$ cat config.mk
export PLATFORM = sky130hd
export DESIGN_NAME = pqe_gate
export DESIGN_NICKNAME = d
export VERILOG_FILES = /design/src/rtl/pqe_pkg.sv /design/src/rtl/pqe_bit_history.sv /design/src/rtl/pqe_quality_cnt.sv /design/src/rtl/pqe_threshold.sv /design/src/rtl/pqe_gate.sv
export SDC_FILE = /design/constraint.sdc
export NUM_CORES = 1
export LEC_CHECK = 0
export ABC_AREA = 1
export CORE_UTILIZATION = 30
export CTS_BUF_LIST = sky130_fd_sc_hd__clkbuf_2 sky130_fd_sc_hd__clkbuf_4 sky130_fd_sc_hd__clkbuf_8
export DETAILED_ROUTE_END_ITERATION = 12
export SETUP_SLACK_MARGIN = 0.2
export SLEW_MARGIN = 0
export SYNTH_ARGS = -nofsm -noshare
export SYNTH_HDL_FRONTEND = slang
export SYNTH_SLANG_ARGS = --single-unit
$ cat constraint.sdc
create_clock -name clk_i -period 2 [get_ports clk_i]
set_input_delay 0.4 -clock clk_i [delete_from_list [all_inputs] [get_ports clk_i]]
set_output_delay 0.4 -clock clk_i [all_outputs]
set_load 0.03 [all_outputs]
$ cat src/rtl/pqe_pkg.sv
package pqe_pkg;
  typedef enum logic [1:0] {
    EV_NONE   = 2'd0,
    EV_FIRST  = 2'd1,
    EV_TOGGLE = 2'd2,
    EV_REPEAT = 2'd3
  } bit_ev_e;
endpackage

$ cat src/rtl/pqe_bit_history.sv
module pqe_bit_history
  import pqe_pkg::*;
(
  input  logic    clk_i,
  input  logic    rst_ni,
  input  logic    clr_i,
  input  logic    valid_i,
  input  logic    bit_i,
  output bit_ev_e ev_o
);
  logic prev_q, have_q;

  always_ff @(posedge clk_i or negedge rst_ni) begin
    if (!rst_ni) begin
      prev_q <= 1'b0;
      have_q <= 1'b0;
    end else if (clr_i) begin
      prev_q <= 1'b0;
      have_q <= 1'b0;
    end else if (valid_i) begin
      prev_q <= bit_i;
      have_q <= 1'b1;
    end
  end

  always_comb begin
    if (clr_i || !valid_i) ev_o = EV_NONE;
    else if (!have_q)      ev_o = EV_FIRST;
    else if (bit_i == prev_q) ev_o = EV_REPEAT;
    else                   ev_o = EV_TOGGLE;
  end

  // history forgotten after a clear
  a_r8_history_cleared: assert property (@(posedge clk_i) disable iff (!rst_ni)
    $past(clr_i) && valid_i && !clr_i |-> ev_o == EV_FIRST);
endmodule

$ cat src/rtl/pqe_quality_cnt.sv
module pqe_quality_cnt
  import pqe_pkg::*;
#(
  parameter int CNT_W = 5,
  parameter int INC   = 1,
  parameter int DEC   = 8
) (
  input  logic             clk_i,
  input  logic             rst_ni,
  input  logic             clr_i,
  input  bit_ev_e          ev_i,
  output logic [CNT_W-1:0] cnt_o
);
  localparam logic [CNT_W-1:0] CNT_MAX = {CNT_W{1'b1}};
  localparam logic [CNT_W-1:0] INC_V   = CNT_W'(INC);
  localparam logic [CNT_W-1:0] DEC_V   = CNT_W'(DEC);

  logic [CNT_W-1:0] cnt_d;

  always_comb begin
    cnt_d = cnt_o;
    unique case (ev_i)
      EV_TOGGLE: cnt_d = (cnt_o > CNT_MAX - INC_V) ? CNT_MAX : cnt_o + INC_V;
      EV_REPEAT: cnt_d = (cnt_o < DEC_V) ? '0 : cnt_o - DEC_V;
      default:   cnt_d = cnt_o;
    endcase
  end

  always_ff @(posedge clk_i or negedge rst_ni) begin
    if (!rst_ni)     cnt_o <= '0;
    else if (clr_i)  cnt_o <= '0;
    else             cnt_o <= cnt_d;
  end

  a_r1_toggle_inc: assert property (@(posedge clk_i) disable iff (!rst_ni)
    !clr_i && ev_i == EV_TOGGLE && cnt_o < CNT_MAX |=> cnt_o == $past(cnt_o) + INC_V);
  a_r2_repeat_dec: assert property (@(posedge clk_i) disable iff (!rst_ni)
    !clr_i && ev_i == EV_REPEAT |=>
      cnt_o == (($past(cnt_o) < DEC_V) ? '0 : $past(cnt_o) - DEC_V));
  a_r3_sat_max: assert property (@(posedge clk_i) disable iff (!rst_ni)
    !clr_i && ev_i == EV_TOGGLE && cnt_o == CNT_MAX |=> cnt_o == CNT_MAX);
  a_r4_first_hold: assert property (@(posedge clk_i) disable iff (!rst_ni)
    !clr_i && ev_i == EV_FIRST |=> $stable(cnt_o));
  a_r8_clear: assert property (@(posedge clk_i) disable iff (!rst_ni)
    clr_i |=> cnt_o == '0);
endmodule

$ cat src/rtl/pqe_threshold.sv
module pqe_threshold #(
  parameter int CNT_W = 5,
  parameter int THR_W = 3,
  parameter int SCALE = 4
) (
  input  logic [CNT_W-1:0] cnt_i,
  input  logic [THR_W-1:0] thr_i,
  output logic             reached_o,
  output logic             sync_en_o
);
  localparam int CMP_W = CNT_W + 1;

  logic [CMP_W-1:0] limit;

  assign limit     = CMP_W'(thr_i) * CMP_W'(SCALE);
  assign reached_o = CMP_W'(cnt_i) > limit;
  assign sync_en_o = (thr_i == '0) || reached_o;
endmodule

$ cat src/rtl/pqe_gate.sv
module pqe_gate
  import pqe_pkg::*;
#(
  parameter int CNT_W = 5,
  parameter int THR_W = 3,
  parameter int SCALE = 4,
  parameter int INC   = 1,
  parameter int DEC   = 8
) (
  input  logic             clk_i,
  input  logic             rst_ni,
  input  logic             rx_start_i,
  input  logic             bit_valid_i,
  input  logic             bit_i,
  input  logic [THR_W-1:0] thr_i,
  output logic             reached_o,
  output logic             sync_en_o
);
  bit_ev_e          ev;
  logic [CNT_W-1:0] cnt;

  pqe_bit_history u_hist (
    .clk_i   (clk_i),
    .rst_ni  (rst_ni),
    .clr_i   (rx_start_i),
    .valid_i (bit_valid_i),
    .bit_i   (bit_i),
    .ev_o    (ev)
  );

  pqe_quality_cnt #(.CNT_W(CNT_W), .INC(INC), .DEC(DEC)) u_cnt (
    .clk_i  (clk_i),
    .rst_ni (rst_ni),
    .clr_i  (rx_start_i),
    .ev_i   (ev),
    .cnt_o  (cnt)
  );

  pqe_threshold #(.CNT_W(CNT_W), .THR_W(THR_W), .SCALE(SCALE)) u_thr (
    .cnt_i     (cnt),
    .thr_i     (thr_i),
    .reached_o (reached_o),
    .sync_en_o (sync_en_o)
  );

  a_r6_gate_off: assert property (@(posedge clk_i) disable iff (!rst_ni)
    thr_i == '0 |-> sync_en_o);
  a_r7_gate_follows: assert property (@(posedge clk_i) disable iff (!rst_ni)
    thr_i != '0 |-> sync_en_o == reached_o);
  a_r8_start_drops_flag: assert property (@(posedge clk_i) disable iff (!rst_ni)
    rx_start_i && thr_i != '0 |=> !sync_en_o || $changed(thr_i));
endmodule

==> flow_summary.yaml <==
timing:
  setup_slack_ns: 0.147
  slew_headroom_pct: 77.3
  skew_ns: 0.000108
  rsz0062_at_grt: "true"
  finalSetupViolations: 0
  hold_viol: 0
  final_max_slew_viol_count: 0
  tightest_slew_ns: 0.340
  clock.fmax_ghz: 0.540
  fin_setup_tns_ns: 0
  fin_crit_ns: 1.85
  fin_crit_sh_pct: 92.6
synth:
  synth_area_leaders: "dfrtp_1 (31%), nand2_1 (22%), ha_1 (11%)"
  synth_area_sq_um: 571
  synth_top_area_share_pct: 30.7
  avgSynthCellArea_sq_um: 6.56
  synthCells: 87
  ys_ff_latch: 7
  synth_fp_nets: 100
  synth_cell_types: 15
  yosys.area.top_type: "dfrtp_1"
  seq_area_frac_synth_pct: 30.7
  yosysWarnings: 0
drt:
  viasPerCell: 4.56
  wire_per_inst_um: 8.75
  drtPass1Iterations: 4
  first_iter_violations: 12
  vias: 574
  drc: 0
  wl_mm: 1.10
  ant_nets: 0
finish:
  fillCellCount: 177
  synthToLayoutAreaGrowth_pct: 32.9
  layout.cells.most_common: "nand2_1"
  stdcell_count: 126
  final_cell_mix: "nand2_1 (32), inv_1 (13), nand3_1 (6), dfrtp_1 (5)"
  multi_input_area_sq_um: 355
  fin_area_sq_um: 758
  finalNetCount: 115
  seqCellArea_sq_um: 178
  diodes: 0
  drive_above_1_share_pct: 21.8
setup_path:
  startpoint_type: "flip-flop"
  crit_fanout: 3
  rrSetupSlack_ns: 0.83
  endpoint_kind: "output pin"
  timing_worst_setup_path_type: "reg2out"
  critPathArrivalTime_ns: 1.45
  r2r_cells: 7
  crit_path_start: "u_cnt.cnt_o[4]$_DFFE_PN0P_"
  crit-reg2reg-launch: "u_cnt.cnt_o[0]$_DFFE_PN0P_"
  critPathRequiredTime_ns: 1.60
  reg2reg_to: "u_cnt.cnt_o[4]$_DFFE_PN0P_"
global_routing:
  grt-ovfl-total: 0
  antenna_found_initial: 0
  grt_pass1_wl_mm: 1.92
  grt_pass1_vias: 480
  grt_max_degree: 9
  track_usage_pct: 12.9
cts:
  clock-sinks: 7
  clock_latency_ns: 0.25
  htreeDepth: 1
  ctsRootBufferMaster: "clkbuf_4"
  cts_buffer_depth: 2
  clk_pin_slew_ns: 0.05
  cts_tree: "built"
  numCtsBuffers: 3
power:
  cellLeakagePower_nw: 0.403
  peakVddDrop_mv: 0.328
  power.density_nw_per_um2: 477
  finalPower_w: 0.000362
placed_design:
  dpl.cell_count: 120
  port_buffers: 9
  dpl-instance-area_sq_um: 679
  pre_cts_ws_ns: -0.208
  hpwl_um: 816
  gp_congestion: 0.785
floorplanning:
  core_sq_um: 1750
  io_pins: 10
  initial_core_util_pct: 32.7
  dieWidth_um: 45.6
  rows: 15
  dieArea_sq_um: 2080
  fp.dieH_um: 45.6
status:
  status: "finished, final reports clean"
run:
  drv_cap: 0
min_path:
  hold_path_class: "in2async"
[stage by stage]
step | utilization [%] | hold slack (ns)
6_report | 43.4 | 0.415
5_1_grt | 43.4 | 0.422
4_1_cts | 42.9 | 0.419
3_5_place_dp | 38.9 | 0.545
3_3_place_gp | 38.9 | 0.549
2_1_floorplan | - | 0.104
[sequential cells by signal, indices dropped and copies added, names as in the netlist]
register	cells
u_cnt.cnt_o	5
u_hist.have_q	1
u_hist.prev_q	1
[synthesized netlist by cell type]
master	instances
a21oi_1	3
buf_4	2
dfrtp_1	7
ha_1	5
inv_1	14
nand2_1	33
nand2_2	3
nand3_1	6
nand4_1	3
nor2_1	3
nor2_2	1
o21ai_0	4
o21ai_1	1
o31ai_1	1
xnor2_1	1
[routing by layer]
metal / vias up / track usage [%] / part of all wire (%)
li1: 302 / - / -
met1: 256 / 15.8 / 46
met2: 13 / 21.1 / 48
met3: 3 / 2.38 / 3.9
met4: 0 / 7.27 / 2.1
met5: - / 0 / 0
[critical path, cell delays in order (launching register included)]
cell,delay [ns]
dfrtp_2,0.42
ha_4,0.29
nand2_2,0.05
o21ai_2,0.10
nand2_1,0.08
o31ai_2,0.07
buf_4,0.19
[repair_timing]
item / 4_1_cts / 5_1_grt
setup buffers: 2 / 0
gates resized for setup: 13 / 3
hold buffers: 0 / 0
setup endpoints to repair: 2 / 2
pin swaps: 5 / 3
[cell families after synthesis]
logic type,after synthesis,share of synthesized area (%)
fa+ha+maj,5,11.0
xor+xnor,1,1.54
flops,7,30.7
buf+inv,16,11.8
simple gates,49,36.6
compound gates,9,8.33
[worst max-delay path by stage]
stage	to	cells after the start	slack (ns)
floorplan	sync_en_o	5	0.38
global placement	sync_en_o	8	-0.15
detailed placement	sync_en_o	8	-0.21
CTS	sync_en_o	6	0.12
global route	sync_en_o	6	0.04
finish	sync_en_o	6	0.15
[power breakdown]
part / switching [W] / total, W / internal, W / leakage, nW
combinational: 0.0000368 / 0.0000669 / 0.0000301 / 0.294
clock: 0.0000529 / 0.000143 / 0.0000897 / 0.0184
sequential: 0.00000510 / 0.000152 / 0.000147 / 0.0912
total: 0.0000948 / 0.000362 / 0.000267 / 0.403
[layout make-up]
| cell class | count | area share (%) |
|---|---|---|
| Timing Repair Buffer | 12 | 14.7 |
| Sequential cell | 7 | 23.4 |
| Tap cell | 25 | 4.13 |
| Clock buffer | 4 | 3.96 |
| Inverter | 14 | 6.93 |
| Multi-Input combinational cell | 64 | 46.9 |
Power figures use the tool's default switching activity.
